**src/rtl/flash_ctl_pkg.sv**
```systemverilog
// Shared types and command codes for the flash sequencer.
// Assumes the unlock addresses fit in the low 15 address bits.
package flash_ctl_pkg;

    typedef enum logic [1:0] {
        OP_PROG = 2'd0,
        OP_SECT = 2'd1,
        OP_CHIP = 2'd2,
        OP_CHIP_ALT = 2'd3
    } op_e;

    typedef enum logic [2:0] {
        ST_IDLE,
        ST_CMD,
        ST_POLL_A,
        ST_POLL_B,
        ST_FINAL,
        ST_DONE
    } seq_e;

    typedef enum logic [1:0] {
        BC_IDLE,
        BC_SET,
        BC_ACT,
        BC_END
    } bus_e;

    localparam logic [14:0] UNLOCK_A1 = 15'h5555;
    localparam logic [14:0] UNLOCK_A2 = 15'h2AAA;
    localparam logic [7:0]  KEY_1     = 8'hAA;
    localparam logic [7:0]  KEY_2     = 8'h55;
    localparam logic [7:0]  CODE_PROG = 8'hA0;
    localparam logic [7:0]  CODE_ERS  = 8'h80;
    localparam logic [7:0]  CODE_CHIP = 8'h10;
    localparam logic [7:0]  CODE_SECT = 8'h30;

endpackage

```
**src/rtl/flash_cmd_gen.sv**
```systemverilog
// Command step table: maps operation and step index to the address/data
// of one write cycle and flags the final step. Purely combinational.
// Assumes AW >= 15.
module flash_cmd_gen
    import flash_ctl_pkg::*;
#(
    parameter int AW = 18
) (
    input  op_e           op,
    input  logic [2:0]    step,
    input  logic [AW-1:0] target,
    input  logic [7:0]    pbyte,
    output logic [AW-1:0] cmd_addr,
    output logic [7:0]    cmd_data,
    output logic          cmd_last
);
    localparam logic [AW-1:0] A1 = {{(AW-15){1'b0}}, UNLOCK_A1};
    localparam logic [AW-1:0] A2 = {{(AW-15){1'b0}}, UNLOCK_A2};

    logic is_prog;
    assign is_prog = (op == OP_PROG);

    // Select address and data of the current step.
    always_comb begin
        cmd_addr = A1;
        cmd_data = KEY_1;
        case (step)
            3'd0: begin cmd_addr = A1; cmd_data = KEY_1; end
            3'd1: begin cmd_addr = A2; cmd_data = KEY_2; end
            3'd2: begin cmd_addr = A1; cmd_data = is_prog ? CODE_PROG : CODE_ERS; end
            3'd3: begin
                cmd_addr = is_prog ? target : A1;
                cmd_data = is_prog ? pbyte  : KEY_1;
            end
            3'd4: begin cmd_addr = A2; cmd_data = KEY_2; end
            default: begin
                cmd_addr = (op == OP_SECT) ? target    : A1;
                cmd_data = (op == OP_SECT) ? CODE_SECT : CODE_CHIP;
            end
        endcase
    end

    assign cmd_last = is_prog ? (step == 3'd3) : (step == 3'd5);

endmodule

```
**src/rtl/flash_bus_cycle.sv**
```systemverilog
// One asynchronous bus cycle per go pulse: a write with a timed
// write-enable pulse or a read with a timed output-enable window.
// Pins are registered. fin pulses once when the cycle is over.
// Assumes go is only raised while the unit is idle and fin is low.
module flash_bus_cycle
    import flash_ctl_pkg::*;
#(
    parameter int AW      = 18,
    parameter int WE_LOW  = 3,
    parameter int WE_HIGH = 2,
    parameter int RD_LOW  = 2
) (
    input  logic          clk,
    input  logic          rst_n,
    input  logic          go,
    input  logic          wr,
    input  logic [AW-1:0] addr,
    input  logic [7:0]    wdata,
    output logic          fin,
    output logic [7:0]    rdata,
    output logic          fl_ce_n,
    output logic          fl_we_n,
    output logic          fl_oe_n,
    output logic [AW-1:0] fl_addr,
    output logic [7:0]    fl_dq_o,
    output logic          fl_dq_oe,
    input  logic [7:0]    fl_dq_i
);
    localparam int MAX_WH = (WE_LOW > WE_HIGH) ? WE_LOW : WE_HIGH;
    localparam int MAXC   = (MAX_WH > RD_LOW) ? MAX_WH : RD_LOW;
    localparam int CW     = $clog2(MAXC + 1);

    bus_e          bst;
    logic [CW-1:0] cnt;
    logic          wr_q;

    // Phase sequencer for the pins of one cycle.
    always_ff @(posedge clk) begin
        if (!rst_n) begin
            bst      <= BC_IDLE;
            cnt      <= '0;
            wr_q     <= 1'b0;
            fin      <= 1'b0;
            rdata    <= '0;
            fl_ce_n  <= 1'b1;
            fl_we_n  <= 1'b1;
            fl_oe_n  <= 1'b1;
            fl_addr  <= '0;
            fl_dq_o  <= '0;
            fl_dq_oe <= 1'b0;
        end else begin
            fin <= 1'b0;
            case (bst)
                BC_IDLE: if (go) begin
                    fl_addr  <= addr;
                    fl_dq_o  <= wdata;
                    fl_dq_oe <= wr;
                    wr_q     <= wr;
                    fl_ce_n  <= 1'b0;
                    bst      <= BC_SET;
                end
                BC_SET: begin
                    if (wr_q) fl_we_n <= 1'b0;
                    else      fl_oe_n <= 1'b0;
                    cnt <= wr_q ? CW'(WE_LOW - 1) : CW'(RD_LOW - 1);
                    bst <= BC_ACT;
                end
                BC_ACT: begin
                    if (cnt == '0) begin
                        fl_we_n <= 1'b1;
                        fl_oe_n <= 1'b1;
                        if (!wr_q) rdata <= fl_dq_i;
                        cnt <= wr_q ? CW'(WE_HIGH - 1) : '0;
                        bst <= BC_END;
                    end else begin
                        cnt <= cnt - 1'b1;
                    end
                end
                default: begin
                    if (cnt == '0) begin
                        fl_ce_n  <= 1'b1;
                        fl_dq_oe <= 1'b0;
                        fin      <= 1'b1;
                        bst      <= BC_IDLE;
                    end else begin
                        cnt <= cnt - 1'b1;
                    end
                end
            endcase
        end
    end

endmodule

```
**src/rtl/flash_prog_ctl.sv**
```systemverilog
// Top: accepts program/erase requests, runs the command writes, polls
// status (DQ7 compare or DQ6 pair), takes a final read, loops over the
// bytes of a program and times out after POLL_MAX failed attempts.
// Assumes pg_byte follows pg_idx combinationally and LW <= AW.
module flash_prog_ctl
    import flash_ctl_pkg::*;
#(
    parameter int AW       = 18,
    parameter int LW       = 8,
    parameter int WE_LOW   = 3,
    parameter int WE_HIGH  = 2,
    parameter int RD_LOW   = 2,
    parameter int POLL_MAX = 64
) (
    input  logic          clk,
    input  logic          rst_n,
    input  logic          req_valid,
    output logic          req_ready,
    input  logic [1:0]    req_op,
    input  logic          req_toggle,
    input  logic [AW-1:0] req_addr,
    input  logic [LW-1:0] req_last,
    output logic [LW-1:0] pg_idx,
    input  logic [7:0]    pg_byte,
    output logic          done,
    output logic          err,
    output logic [7:0]    done_byte,
    output logic          fl_ce_n,
    output logic          fl_we_n,
    output logic          fl_oe_n,
    output logic [AW-1:0] fl_addr,
    output logic [7:0]    fl_dq_o,
    output logic          fl_dq_oe,
    input  logic [7:0]    fl_dq_i
);
    localparam int PCW = $clog2(POLL_MAX + 1);

    seq_e           st;
    op_e            op_q;
    logic           tgl_q;
    logic [AW-1:0]  base_q;
    logic [LW-1:0]  last_q;
    logic [LW-1:0]  idx_q;
    logic [2:0]     step_q;
    logic [7:0]     byte_q;
    logic [PCW-1:0] poll_q;
    logic           dq6_q;
    logic           wait_q;

    logic           go, fin;
    logic [7:0]     rd;
    logic [AW-1:0]  cur_addr, cg_addr;
    logic [7:0]     cg_data;
    logic           cg_last;
    logic           exp7, poll_out;

    assign cur_addr  = base_q + AW'(idx_q);
    assign pg_idx    = idx_q;
    assign req_ready = (st == ST_IDLE);
    assign go        = (st != ST_IDLE) && (st != ST_DONE) && !wait_q;
    assign exp7      = (op_q == OP_PROG) ? byte_q[7] : 1'b1;
    assign poll_out  = (poll_q == PCW'(POLL_MAX - 1));

    flash_cmd_gen #(.AW(AW)) cg_i (
        .op(op_q), .step(step_q), .target(cur_addr), .pbyte(pg_byte),
        .cmd_addr(cg_addr), .cmd_data(cg_data), .cmd_last(cg_last)
    );

    flash_bus_cycle #(
        .AW(AW), .WE_LOW(WE_LOW), .WE_HIGH(WE_HIGH), .RD_LOW(RD_LOW)
    ) bc_i (
        .clk(clk), .rst_n(rst_n), .go(go), .wr(st == ST_CMD),
        .addr((st == ST_CMD) ? cg_addr : cur_addr), .wdata(cg_data),
        .fin(fin), .rdata(rd),
        .fl_ce_n(fl_ce_n), .fl_we_n(fl_we_n), .fl_oe_n(fl_oe_n),
        .fl_addr(fl_addr), .fl_dq_o(fl_dq_o), .fl_dq_oe(fl_dq_oe),
        .fl_dq_i(fl_dq_i)
    );

    // Request sequencing: command steps, polling, final read, byte loop.
    always_ff @(posedge clk) begin
        if (!rst_n) begin
            st        <= ST_IDLE;
            op_q      <= OP_PROG;
            tgl_q     <= 1'b0;
            base_q    <= '0;
            last_q    <= '0;
            idx_q     <= '0;
            step_q    <= '0;
            byte_q    <= '0;
            poll_q    <= '0;
            dq6_q     <= 1'b0;
            wait_q    <= 1'b0;
            done      <= 1'b0;
            err       <= 1'b0;
            done_byte <= '0;
        end else begin
            done <= 1'b0;
            if (go) wait_q <= 1'b1;
            if (go && st == ST_CMD) byte_q <= pg_byte;
            if (fin) wait_q <= 1'b0;
            case (st)
                ST_IDLE: if (req_valid) begin
                    op_q   <= op_e'(req_op);
                    tgl_q  <= req_toggle;
                    base_q <= req_addr;
                    last_q <= req_last;
                    idx_q  <= '0;
                    step_q <= '0;
                    err    <= 1'b0;
                    st     <= ST_CMD;
                end
                ST_CMD: if (fin) begin
                    if (cg_last) begin
                        step_q <= '0;
                        poll_q <= '0;
                        st     <= ST_POLL_A;
                    end else begin
                        step_q <= step_q + 1'b1;
                    end
                end
                ST_POLL_A: if (fin) begin
                    if (tgl_q) begin
                        dq6_q <= rd[6];
                        st    <= ST_POLL_B;
                    end else if (rd[7] == exp7) begin
                        st <= ST_FINAL;
                    end else if (poll_out) begin
                        err <= 1'b1;
                        st  <= ST_DONE;
                    end else begin
                        poll_q <= poll_q + 1'b1;
                    end
                end
                ST_POLL_B: if (fin) begin
                    if (rd[6] == dq6_q) begin
                        st <= ST_FINAL;
                    end else if (poll_out) begin
                        err <= 1'b1;
                        st  <= ST_DONE;
                    end else begin
                        poll_q <= poll_q + 1'b1;
                        st     <= ST_POLL_A;
                    end
                end
                ST_FINAL: if (fin) begin
                    done_byte <= rd;
                    if (op_q != OP_PROG || idx_q == last_q) begin
                        st <= ST_DONE;
                    end else begin
                        idx_q <= idx_q + 1'b1;
                        st    <= ST_CMD;
                    end
                end
                default: begin
                    done <= 1'b1;
                    st   <= ST_IDLE;
                end
            endcase
        end
    end

endmodule

```
**config.mk**
```make
export PLATFORM = sky130hd
export DESIGN_NAME = flash_prog_ctl
export DESIGN_NICKNAME = d
export VERILOG_FILES = /design/src/rtl/flash_ctl_pkg.sv /design/src/rtl/flash_cmd_gen.sv /design/src/rtl/flash_bus_cycle.sv /design/src/rtl/flash_prog_ctl.sv
export SDC_FILE = /design/constraint.sdc
export NUM_CORES = 1
export LEC_CHECK = 0
export ABC_CLOCK_PERIOD_IN_PS = 5390
export BUFFER_PORTS_ARGS = -buffer_cell sky130_fd_sc_hd__buf_2
export CAP_MARGIN = 40
export CORE_ASPECT_RATIO = 1.1
export CORE_MARGIN = 1.5
export CORE_UTILIZATION = 60
export CTS_CLUSTER_DIAMETER = 30
export CTS_CLUSTER_SIZE = 12
export DETAILED_ROUTE_END_ITERATION = 6
export GPL_TIMING_DRIVEN = 0
export PLACE_DENSITY_LB_ADDON = 0.08
export RECOVER_POWER = 50
export REMOVE_ABC_BUFFERS = 1
export SYNTH_ARGS = -nofsm -noshare
export SYNTH_HDL_FRONTEND = slang
export SYNTH_SLANG_ARGS = --single-unit
export TNS_END_PERCENT = 10
```
**constraint.sdc**
```tcl
create_clock -name clk -period 5.39 [get_ports clk]
set_input_delay 1.078 -clock clk [delete_from_list [all_inputs] [get_ports clk]]
set_output_delay 1.078 -clock clk [all_outputs]
set_load 0.02 [all_outputs]
```
Word-level counts from Yosys, hierarchy flattened
Index checks and enable logic that the tools add are counted.
Operators by class
  bitwise gates (word level): 4
  reduce and logical (&&, ||, !) cells: 40
  equality and inequality tests: 33
  add/subtract/negate cells: 5
  muxes and demuxes: 69
Operator list (number)
  $mux W7: 8
  $mux W18: 3
  $pmux W18 S3: 1
  $mux W3: 15
  $mux W8: 4
  $pmux W8 S4: 1
  $pmux W7 S3: 1
  $reduce_and A3 Y1: 7
  $add A18 B8 Y18: 1
  $mux W1: 18
  $ne A2 B2 Y1 const B: 9
  $pmux W8 S2: 1
  $pmux W3 S5: 1
  $reduce_and A7 Y1: 2
  $eq A3 B2 Y1 const B: 4
  $mux W2: 6
  $mux W6: 2
  $pmux W2 S3: 2
  $reduce_bool A3 Y1: 4
  $ne A2 B1 Y1 const B: 5
  $reduce_bool A2 Y1: 5
  $eq A3 B3 Y1 const B: 3
  $add A8 B1 Y8 const B: 1
  $eq A8 B8 Y1: 1
  other kinds (25): 46
Storage, ports and cells
  input bits: 48
  word-level logic and storage cells: 176
  register bits after elaboration: 114
  output and inout port bits: 49

Longest topological paths before layout
Gate-level depths: netlist (run 1).
  depth after elaboration: 7
  depth in mapped cells: 9
  mapped depth without buffers: 9

By module
A second synthesis (run 1) with hierarchy kept.
Unflattened totals
  cell total of the unflattened synthesis: 737
  area total of the unflattened synthesis: 5784.3 um^2
By module, submodules not included
  flash_prog_ctl: area an instance 3555.9 um^2, cells each 462, instances 1, seq. area each 1261.2 um^2
  flash_bus_cycle: area an instance 1788.0 um^2, cells each 212, instances 1, seq. area each 880.8 um^2
  flash_cmd_gen: area an instance 440.4 um^2, cells each 63, instances 1, seq. area each 0.0 um^2

Least setup slack after synthesis (run 1)
OpenSTA, ideal clock, no wires.
  path type: register to register
  start point: reg idx_q[0] (netlist: pg_idx[0])
  end point: reg bc_i.fl_addr[16]
  path buffers: 0
  required time: 5.265 ns
  arrival time: 2.198 ns
  stages on the path, launching flop included: 10
  setup time: 0.125 ns
  clock period less this slack: 2.323 ns
  path slack: 3.067 ns
  path through: dfxtp_1 ha_1 inv_1 fa_1 nand2b_1 a21o_1 a31oi_1 nand3_1 xor2_1 o21ai_1
Between the ends
  longest elaborated chain between the ends: 4
  elaborated cells between the ends (all ways): 5
  classes of those cells: 1 x add/sub; 4 x mux
RTL lines
  start, declared: RTL line flash_prog_ctl.sv:43  | logic [LW-1:0] idx_q;
  start signal, assigned: RTL line flash_prog_ctl.sv:151  | idx_q <= idx_q + 1'b1;
  $add A18 B8 Y18 (*): RTL line flash_prog_ctl.sv:57  | assign cur_addr = base_q + AW'(idx_q);
  $mux W18 (on tied branches): RTL line flash_cmd_gen.sv:37, flash_cmd_gen.sv:32
  $pmux W18 S3: RTL line flash_cmd_gen.sv:27  | case (step)
  $mux W18 (*): RTL line flash_prog_ctl.sv:73  | .addr((st == ST_CMD) ? cg_addr : cur_addr), .wdata(cg_data),
  end signal, assigned: RTL line flash_bus_cycle.sv:55  | fl_addr <= addr;
  end, declared: RTL line flash_bus_cycle.sv:24  | output logic [AW-1:0] fl_addr,
Every way passes the cells marked *; elsewhere a longest branch is shown, timed or not.
A chain may end at the register's enable or synchronous reset.

==> results of run 1 <==
==> path summary, 6_finish.rpt <==
path            startpoint              end  slack [ns]  depth (start not counted)
max reg2reg      step_q[0]        poll_q[4]        2.63                          8
min reg2reg  bc_i.rdata[0]     done_byte[0]        0.46                          2
min          bc_i.rdata[0]     done_byte[0]        0.46                          2
max                  rst_n  bc_i.fl_addr[5]        1.84                          5
==> power breakdown <==
| group | switching, W | leakage (nW) | internal, W | total, W |
|---|---|---|---|---|
| combinational | 0.000693 | 1.43 | 0.000393 | 0.00109 |
| clock | 0.000270 | 0.0926 | 0.000228 | 0.000498 |
| sequential | 0.000147 | 0.871 | 0.000956 | 0.00110 |
| total | 0.00111 | 2.40 | 0.00158 | 0.00269 |
==> layer usage <==
layer,vias to the layer above,wire length (um)
met5,-,0
met3,22,690
met1,2265,5444
met4,0,218
met2,170,6028
li1,2422,-
==> registers in the layout (all words and copies together) (netlist names), 2 cells and up <==
name	flops
base_q	18
bc_i.bst	2
bc_i.cnt	2
bc_i.fl_addr	18
bc_i.fl_dq_o	8
bc_i.rdata	8
done_byte	8
last_q	8
op_q	2
pg_idx	8
poll_q	7
st	3
step_q	3
==> logic make-up (layout without fill, tap and decap cells) <==
| group | after synthesis | in the layout | share of synthesized area |
|---|---|---|---|
| buf+inv | 55 | 135 | 0.04210 |
| simple gates | 258 | 258 | 0.2260 |
| fa+ha+maj | 22 | 22 | 0.05376 |
| compound gates | 171 | 171 | 0.1929 |
| mux | 18 | 18 | 0.03473 |
| flops | 107 | 107 | 0.4072 |
| xor+xnor | 26 | 26 | 0.04329 |
==> cells in the final DEF (no fill, tap or decap), drive strengths merged, types with 3 or more instances in the layout <==
| master | netlist | layout |
|---|---|---|
| nand3 | 19 | 19 |
| clkbuf | 29 | 53 |
| a31oi | 9 | 9 |
| o21a | 8 | 8 |
| ha | 21 | 21 |
| nand2 | 114 | 114 |
| nand2b | 13 | 13 |
| dfxtp | 107 | 107 |
| buf | 8 | 60 |
| nor3 | 15 | 15 |
| and3 | 4 | 4 |
| o21ai | 38 | 38 |
| nor4 | 7 | 7 |
| or3 | 4 | 4 |
| and2 | 3 | 3 |
| inv | 18 | 18 |
| o22ai | 7 | 7 |
| xnor2 | 9 | 9 |
| nand4 | 5 | 5 |
| a311oi | 3 | 3 |
| mux2i | 16 | 16 |
| a211oi | 9 | 9 |
| nor2 | 60 | 60 |
| a21o | 4 | 4 |
| a21oi | 77 | 77 |
| nand3b | 4 | 4 |
| xor2 | 17 | 17 |
==> final cells by class <==
type	instances	area, um2	area share
Timing Repair Buffer	101	505.5	0.08496
Tap cell	111	138.9	0.02334
Multi-Input combinational cell	495	2900	0.4875
Inverter	18	67.56	0.01136
Clock inverter	4	50.05	0.008412
Sequential cell	107	2142	0.3600
Clock buffer	12	145.1	0.02440
==> worst max-delay path, cell delays in order <==
cell and delay, ns:
clkbuf_1 0.82, inv_1 0.78, buf_12 0.41, or3_1 0.54
o22ai_1 0.21
==> stage by stage <==
step	area [um2]	setup slack, ns	std cells	hold WS, ns	utilization
2_1_floorplan	5106	2.622	620	0.4213	-
3_3_place_gp	5725	1.522	827	0.4295	0.6774
3_5_place_dp	5806	2.440	832	0.4373	0.6869
4_1_cts	6001	2.617	848	0.4525	0.7100
5_1_grt	5949	1.620	848	0.4757	0.7039
6_report	5949	1.838	848	0.4583	0.7039
==> results.md, run 1 <==
* Critical Path RT at 5.69 ns
* Area grow syn2layout at 13.11%
* Final #Nets at 802
* Share of cells above drive strength 1 at 0.1153
* Setup bufs post-CTS at 0
* GRT Util Overall at 0.2729
* Failing checks: design-rule violations
* DRT Wirelength at 12380 um
* Chip Height at 101.2 um
* Post-Syn Area at 5260 um2
* Grt met3 use at 0.04129
* Cell leakage power at 2.396 nW
* Final ANT Viol Nets at 0
* Routing usage on met1 at 0.3477
* Layout Skew at 0.01969 ns
* RSZ-0062 raised after global routing: false
* DR pass1 iterations at 7
* I/O Pins at 97
* Fin crit period at 3.552 ns
* Critical path class: input port to register
* Fraction of registers with async set/reset at 0
* Max Clock Freq at 0.2816 GHz
* Vias per Instance at 5.754
* Synth Register Bits at 107
* Critical-path maximum fanout at 45
* Final HPWL from detailed placement at 8968 um
* Post_cts resized at 0
* Clock latency on the worst-skew pair at 0.38 ns
* Avg Cell Area, Syn at 8.006 um2
* Period utilization at 0.6589
* CTS H-tree lvls at 3
* Die X at 92.28 um
* Max-Cap Viols at 0
* Library cells used by synthesis at 61
* RePlAce Congestion at 0.9030
* Total core area at 8452 um2
* Fill cells at 737
* Hold buffer count at CTS at 0
* Wire per inst at 14.60 um
* CTS Buf Count at 9
* Initial DRC count at 209
* TritonCTS clock tree: yes
* Hold Path Class: register to register
* Busiest grt layer: met2
* Worst-path clk slew at 0.11 ns
* Sequential-to-total area share from yosys stat at 0.4072
* Via count at 4879
* Final Slew Violations at 0
* Buffers on Ports at 96
* Post-Route Setup TNS at 0 ns
* Worst-margin pin slew at 1.145 ns
* CTS Root Cell: clkbuf_8
* CTS Sinks at 107
* Final Setup Violations at 0
* Largest net degree at the start of global routing at 46
* Final Hold Fails at 0
* Max IR drop VDD at 0.2514 mV
* Bufs on Longest Clock Path at 2
* Drt drc at 9
* Cells after synthesis at 657
* Total gr overflow at 0
* Die area at 9338 um2
* Synth top area share at 0.4072
* Overall Power at 0.002687 W
* Synth area leaders: dfxtp_1 41%, nand2_1 8.1%, a21oi_1 7.3%
* Post-synth top flop: dfxtp_1
* Largest area contributor in the netlist: dfxtp_1
* Power Density at 451.6 nW/um2
* Leading cell type by number of instances after synthesis: nand2_1
* Initial Utilization at 0.6224
* Nature of the critical path endpoint: register
* Diode count at 0
* Status: finished with violations
* Vias in the first global route at 4572
* Worst Setup Start Kind: input port
* GR Layer Usage met2 at 0.4667
* First-pass GRT wire length at 20630 um
* Yosys warning count at 0
* CP arrival at 3.85 ns
* Worst slew margin at 0.2368
* EDFF count, synth at 0
* Commonest cells post-synth: 114 x nand2_1, 107 x dfxtp_1, 77 x a21oi_1
* Initial antenna violation count at 0
* Num rows at 35
(Power assumes the default switching activity.)
==> inputs of run 2 (changes only) <==
--- a/config.mk
+++ b/config.mk
@@ -5,12 +5,13 @@
 export SDC_FILE = /design/constraint.sdc
 export NUM_CORES = 1
 export LEC_CHECK = 0
-export ABC_CLOCK_PERIOD_IN_PS = 5390
+export ABC_AREA = 1
+export ABC_CLOCK_PERIOD_IN_PS = 3200
 export BUFFER_PORTS_ARGS = -buffer_cell sky130_fd_sc_hd__buf_2
 export CAP_MARGIN = 40
 export CORE_ASPECT_RATIO = 1.1
 export CORE_MARGIN = 1.5
-export CORE_UTILIZATION = 60
+export CORE_UTILIZATION = 51
 export CTS_CLUSTER_DIAMETER = 30
 export CTS_CLUSTER_SIZE = 12
 export DETAILED_ROUTE_END_ITERATION = 6
==> constraint.sdc (replaced) <==
create_clock -name clk -period 3.2 [get_ports clk]
set_input_delay 0.64 -clock clk [delete_from_list [all_inputs] [get_ports clk]]
set_output_delay 0.64 -clock clk [all_outputs]
set_load 0.02 [all_outputs]
==> run 2 against run 1 <==
Net effect:
- the flow finishes with violations (max-capacitance violations, max-slew violations)
- non-clock buffer count shrank 3
- clock skew shrank 0.013 ns
- worst hold slack lost 0.0030 ns
- clock-buffer cell count shrank 2
- sequential cell count is the same
==> results.md, run 2 <==
* Commonest cells post-synth: 154 x nand2_1, 107 x dfxtp_1, 97 x a21oi_1
* Via count at 5355 (+9.8%)
* Die X at 101.2 um (+9.7%)
* Placed Cells at 987 (+19%)
* Die area at 11230 um2 (+20%)
* Hold Path Origin: poll_q[6]
* Share of cells above drive strength 1 at 0.09335 (-0.02198)
* Synth Register Bits at 107 (unchanged)
* Sequential-to-total area share from yosys stat at 0.3961 (-0.01112)
* Fill cells at 1071 (+45%)
* Final ANT Viol Nets at 0 (unchanged)
* First-pass GRT wire length at 23230 um (+13%)
* Critical-path maximum fanout at 57 (+27%)
* Layout Skew at 0.006660 ns (-0.01303 ns)
* Nature of the critical path endpoint: register
* Critical Path RT at 3.44 ns (-2.25 ns)
* GRT Util Overall at 0.2575 (-0.01532)
* Synth top area share at 0.3961 (-0.01112)
* Leading cell type by number of instances after synthesis: nand2_1
* Avg Cell Area, Syn at 7.014 um2 (-12%)
* Largest net degree at the start of global routing at 58 (+26%)
* TritonCTS clock tree: yes
* Worst reg2reg endpoint: bc_i.fl_dq_o[4]
* Fin crit period at 2.812 ns
* Synth area leaders: dfxtp_1 40%, nand2_1 11%, a21oi_1 9.0%
* Period utilization at 0.8788
* Post-Layout Cell Count at 1000 (+18%)
* RePlAce Congestion at 0.8793 (-2.6%)
* Post-Route Setup TNS at 0 ns (unchanged)
* Cells after synthesis at 771 (+17%)
* CP arrival at 3.05 ns (-0.80 ns)
* RSZ-0062 raised after global routing: false
* Worst-path clk slew at 0.06 ns (-0.05 ns)
* Worst slew margin at -0.04879 (-0.2856)
* WHS at 0.4553 ns (-0.002956 ns)
* Most common cell after layout, fill and taps aside: nand2_1
* Max IR drop VDD at 0.3815 mV (+52%)
* Fraction of registers with async set/reset at 0 (unchanged)
* Buffers on Ports at 96 (unchanged)
* Vias in the first global route at 4941 (+8.1%)
* Total gr overflow at 0 (unchanged)
* Post_cts resized at 0 (unchanged)
* Worst Setup Start Kind: input port
* Hold Path Class: register to register
* Area grow syn2layout at 14.55%
* Diode count at 0 (unchanged)
* I/O Pins at 97 (unchanged)
* Post-Syn Area at 5408 um2 (+2.8%)
* Drt drc at 0 (-9)
* Critical path class: input port to register
* RR Startpoint: st[0]
* Hold buffer count at CTS at 0 (unchanged)
* WHS Path Cells at 2 (unchanged)
* Num rows at 39 (+11%)
* CTS Sinks at 107 (unchanged)
* Clock latency on the worst-skew pair at 0.35 ns (-0.03 ns)
* Library cells used by synthesis at 36 (-41%)
* Post-route setup slack at 0.3878 ns (-1.451 ns)
* Final Slew Violations at 47 (+47)
* Vias per Instance at 5.355 (-6.9%)
* Worst-margin pin slew at 1.571 ns (+0.4267 ns)
* CTS Root Cell: clkbuf_16
* Final Hold Fails at 0 (unchanged)
* Dpl ws at 0.4583 ns (-1.982 ns)
* Final HPWL from detailed placement at 10210 um (+14%)
* Bufs on Longest Clock Path at 2 (unchanged)
* Setup bufs post-CTS at 0 (unchanged)
* Max-Cap Viols at 1 (+1)
* Initial DRC count at 276 (+32%)
* Max Clock Freq at 0.3556 GHz
* Post-synth top flop: dfxtp_1
* Failing checks: max-capacitance violations, max-slew violations
* Flop2flop setup slack at 0.39 ns (-2.24 ns)
* DRT Wirelength at 14170 um (+14%)
* Final #Nets at 925 (+15%)
* Cell leakage power at 2.668 nW (+11%)
* Chip Height at 111 um (+9.7%)
* Initial Utilization at 0.5227 (-0.09962)
* Status: finished with violations
* Commonest cells after routing, fill and taps aside: 155 x nand2_1, 107 x dfxtp_1, 97 x a21oi_1
* Reg2Reg Depth at 8 (unchanged)
* DR pass1 iterations at 6 (-1)
* Hold Path End: poll_q[6]
* CTS Buf Count at 9 (unchanged)
* Largest area contributor in the netlist: dfxtp_1
* Total core area at 10340 um2 (+22%)
* Regs by FF count: base_q x18, bc_i.fl_addr x18
* Yosys warning count at 0 (unchanged)
* Power Density at 801.8 nW/um2 (+78%)
* Initial antenna violation count at 0 (unchanged)
* CTS H-tree lvls at 3 (unchanged)
* Final Setup Violations at 0 (unchanged)
* EDFF count, synth at 0 (unchanged)
* Wire per inst at 14.17 um (-3.0%)
[run 2: logic make-up after synthesis]
logic type                 after synthesis  synth area share
DFF                                    107            0.3961
buffers and inverters                  119           0.08399
and+or+nand+nor                        314            0.2527
adders and majority gates               22           0.05229
xor gates and xnor gates                16           0.02591
AOI/OAI and AO/OA                      193            0.1890
[run 2: layout make-up]
class                      count  area (um2)  share of cell area
sequential                   107        2142              0.3458
inverter                      94       352.8             0.05696
multi-input combinational    545        2809              0.4534
tap                          143       178.9             0.02888
clock inverter                 3       42.54            0.006867
timing repair buffer          98       440.4             0.07110
clock buffer                  10       229.0             0.03696
[run 2: worst max-delay path, cell delays in order]
cell and delay, ns:
buf_2 0.07, clkbuf_2 0.76, inv_1 1.02, a211oi_1 0.49
[run 2: worst max path at each step]
| stage | from | to | slack [ns] | depth (start not counted) |
|---|---|---|---|---|
| 2_1_floorplan | st[0] | pg_idx[2] | 0.82 | 8 |
| 3_3_place_gp | st[0] | pg_idx[2] | 0.03 | 8 |
| 3_5_place_dp | st[0] | bc_i.fl_dq_o[4] | 0.46 | 8 |
| 4_1_cts | st[0] | bc_i.fl_dq_o[4] | 0.43 | 8 |
| 5_1_grt | st[0] | bc_i.fl_addr[14] | 0.12 | 10 |
| 6_report | rst_n | step_q[1] | 0.39 | 4 |
[run 2: power by group]
part / internal (W) / leakage (nW) / switching, W
combinational: 0.000609 / 1.66 / 0.00139
clock: 0.000593 / 0.130 / 0.000477
sequential: 0.00166 / 0.874 / 0.000235
[run 2: per-layer routing]
layer  share of wire  up-vias  GRT usage
li1                -     2723          -
met1            0.44     2428     0.3177
met2            0.49      175     0.4430
met3           0.051       29    0.03909
met4           0.027        0     0.1046
met5               0        -          0
[run 2: metrics by stage]
step | total power (W) | util | cell area [um2]
finish | 0.004967 | 0.5988 | 6195
global route | 0.005333 | 0.5988 | 6195
CTS | 0.005021 | 0.6063 | 6272
detailed placement | 0.003946 | 0.5801 | 6001
global placement | 0.003872 | 0.5767 | 5966
floorplan | 0.003310 | - | 5306
==> inputs of run 3 (changes only) <==
--- a/config.mk
+++ b/config.mk
@@ -11,7 +11,8 @@
 export CAP_MARGIN = 40
 export CORE_ASPECT_RATIO = 1.1
 export CORE_MARGIN = 1.5
-export CORE_UTILIZATION = 51
+export CORE_UTILIZATION = 52
+export CTS_BUF_LIST = sky130_fd_sc_hd__clkbuf_4 sky130_fd_sc_hd__clkbuf_8
 export CTS_CLUSTER_DIAMETER = 30
 export CTS_CLUSTER_SIZE = 12
 export DETAILED_ROUTE_END_ITERATION = 6
==> run 3 against run 2 <==
Net effect:
- the flow still finishes with violations (max-capacitance violations, max-slew violations)
- register-to-register slack lost 0.02 ns
- clock power shrank 17%
- worst hold slack gained 0.0035 ns
- clock skew rose by 0.0049 ns
- critical path type is now register to register
- largest cell class unchanged
==> results.md, run 3 (synthesis results as in run 2) <==
* CTS H-tree lvls at 3 (unchanged)
* Drt drc at 0 (unchanged)
* TritonCTS clock tree: yes
* Layout Skew at 0.01156 ns (+0.004898 ns)
* RSZ-0062 raised after global routing: false
* Wire per inst at 13.80 um (-2.6%)
* Num rows at 38 (-2.6%)
* Worst reg2reg endpoint: bc_i.fl_dq_o[0]
* DR pass1 iterations at 5 (-1)
* Power Density at 781.4 nW/um2 (-2.5%)
* Setup bufs post-CTS at 0 (unchanged)
* RePlAce Congestion at 0.9576 (+8.9%)
* Final HPWL from detailed placement at 10140 um (-0.62%)
* Post_cts resized at 0 (unchanged)
* Hold buffer count at CTS at 0 (unchanged)
* CP top delay family: simple AND/OR/NAND/NOR gates
* Critical-path cell with the highest stage delay: nand2_1
* Area grow syn2layout at 12.98%
* Vias in the first global route at 4924 (-0.34%)
* Worst path depth at 8 (+4)
* Hold Path Class: register to register
* Worst-margin pin slew at 1.536 ns (-0.03578 ns)
* Critical path class: register to register
* Overall Power at 0.004774 W (-3.9%)
* DRT Wirelength at 13540 um (-4.5%)
* Final Slew Violations at 47 (unchanged)
* CP Buf/Inv Count at 2 (-1)
* Reg2Reg Depth at 8 (unchanged)
* Flop2flop setup slack at 0.37 ns (-0.02 ns)
* Critical Path RT at 3.45 ns (about the same)
* I/O Pins at 97 (unchanged)
* Failing checks: max-capacitance violations, max-slew violations
* Diode count at 0 (unchanged)
* Bufs on Longest Clock Path at 2 (unchanged)
* Clock latency on the worst-skew pair at 0.37 ns (+0.02 ns)
* Share of cells above drive strength 1 at 0.09640 (+0.003051)
* Final instance area at 6110 um2 (-1.4%)
* CP arrival at 3.08 ns (+0.03 ns)
* GRT Util Overall at 0.2543 (-0.003272)
* Placed cell area at 5987 um2 (-0.23%)
* Crit-path cells: inv_2, nand2_1, nor2_4, nor3_2, nand2_1, inv_1, o21ai_0, a21oi_1
* Worst Setup Start Kind: register
* Worst setup startpoint: st[0]
* Initial Utilization at 0.5416 (+0.01887)
* Termination of the worst setup path: bc_i.fl_dq_o[0]
* Buffers on Ports at 96 (unchanged)
* Final #Nets at 926 (+0.11%)
* Chip Height at 110.0 um (-0.94%)
* Post-Route Setup TNS at 0 ns (unchanged)
* Critical-path maximum fanout at 22 (-61%)
* Status: finished with violations
* Final ANT Viol Nets at 0 (unchanged)
* Commonest cells after routing, fill and taps aside: 155 x nand2_1, 107 x dfxtp_1, 97 x a21oi_1
* Final Setup Violations at 0 (unchanged)
* Die X at 100.2 um (-0.94%)
* Worst-path clk slew at 0.10 ns (+0.04 ns)
* CTS Sinks at 107 (unchanged)
* Most common cell after layout, fill and taps aside: nand2_1
* First-pass GRT wire length at 22390 um (-3.6%)
* Regs by FF count: base_q x18, bc_i.fl_addr x18
* Period utilization at 0.8840 (+0.005193)
* Final core occ at 0.6119 (+0.01309)
* Fin crit period at 2.829 ns (+0.01662 ns)
* Die area at 11020 um2 (-1.9%)
* Vias per Instance at 5.517 (+3.0%)
* Cell leakage power at 2.653 nW (-0.56%)
* Max-Cap Viols at 1 (unchanged)
* Nature of the critical path endpoint: register
* Max Clock Freq at 0.3535 GHz (-0.59%)
* Most used cell, CP: nand2_1
* CTS Buf Count at 9 (unchanged)
* Total gr overflow at 0 (unchanged)
* Via count at 5412 (+1.1%)
* Max IR drop VDD at 0.3666 mV (-3.9%)
* RR Startpoint: st[0]
* Initial DRC count at 273 (-1.1%)
* Largest net degree at the start of global routing at 52 (-10%)
* Initial antenna violation count at 0 (unchanged)
* CTS Root Cell: clkbuf_8
* Final Hold Fails at 0 (unchanged)
* CP max stage delay at 0.62 ns (-0.40 ns)
* Total core area at 9985 um2 (-3.5%)
* Worst slew margin at -0.02491 (+0.02388)
[run 3: cell types whose count changed in the layout (fill, tap and decap cells not counted), sizes merged]
cell	before	now
clkinv	1	4
bufinv	1	2
clkbuf	59	60
clkinvlp	1	0
[run 3: stage by stage]
step / cells / worst slack (ns) / hold slack, ns
finish: 981 / 0.3712 / 0.4588
floorplan: 746 / 0.8161 / 0.4257
detailed placement: 965 / 0.5166 / 0.4406
global route: 981 / 0.1048 / 0.4650
CTS: 981 / 0.4913 / 0.4545
global placement: 962 / 0.1688 / 0.4387
[run 3: worst min path at each step]
stage	start	endpoint	slack, ns	cells after the start
after detailed placement	bc_i.rdata[4]	done_byte[4]	0.44	2
after floorplan	bc_i.fin	wait_q	0.43	1
after CTS	bc_i.rdata[4]	done_byte[4]	0.45	2
final	bc_i.rdata[5]	bc_i.rdata[5]	0.46	2
after global routing	bc_i.rdata[4]	done_byte[4]	0.46	2
after global placement	bc_i.rdata[3]	bc_i.rdata[3]	0.44	2
[run 3: routing by layer]
metal | up-vias | track usage | wire length [um]
met5 | - | 0 | 0
met4 | 0 | 0.08753 | 258
met3 | 20 | 0.05658 | 834
met2 | 172 | 0.4252 | 6236
met1 | 2486 | 0.3245 | 6205
li1 | 2734 | - | -
[run 3: worst register-to-register path: stages (launching register included)]
cell,delay (ns)
dfxtp_1,0.37
inv_2,0.09
nand2_1,0.16
nor2_4,0.41
nor3_2,0.12
nand2_1,0.62
inv_1,0.54
o21ai_0,0.32
a21oi_1,0.07
[run 3: area by class of cell]
| class | instances | area (um2) |
|---|---|---|
| clock buffers | 10 | 131.4 |
| clock inverters | 6 | 80.08 |
| fillers | 999 | 3875 |
| inverters | 94 | 352.8 |
| multi-input cells | 545 | 2809 |
| flip-flops and latches | 107 | 2142 |
| well taps | 120 | 150.1 |
| repair buffers | 99 | 444.2 |
[run 3: power breakdown]
part | leakage [nW] | total (W) | internal, W | switching, W
clock network | 0.113 | 0.000893 | 0.000445 | 0.000448
logic | 1.67 | 0.00198 | 0.000609 | 0.00138
registers | 0.874 | 0.00190 | 0.00166 | 0.000237
total | 2.65 | 0.00477 | 0.00271 | 0.00206
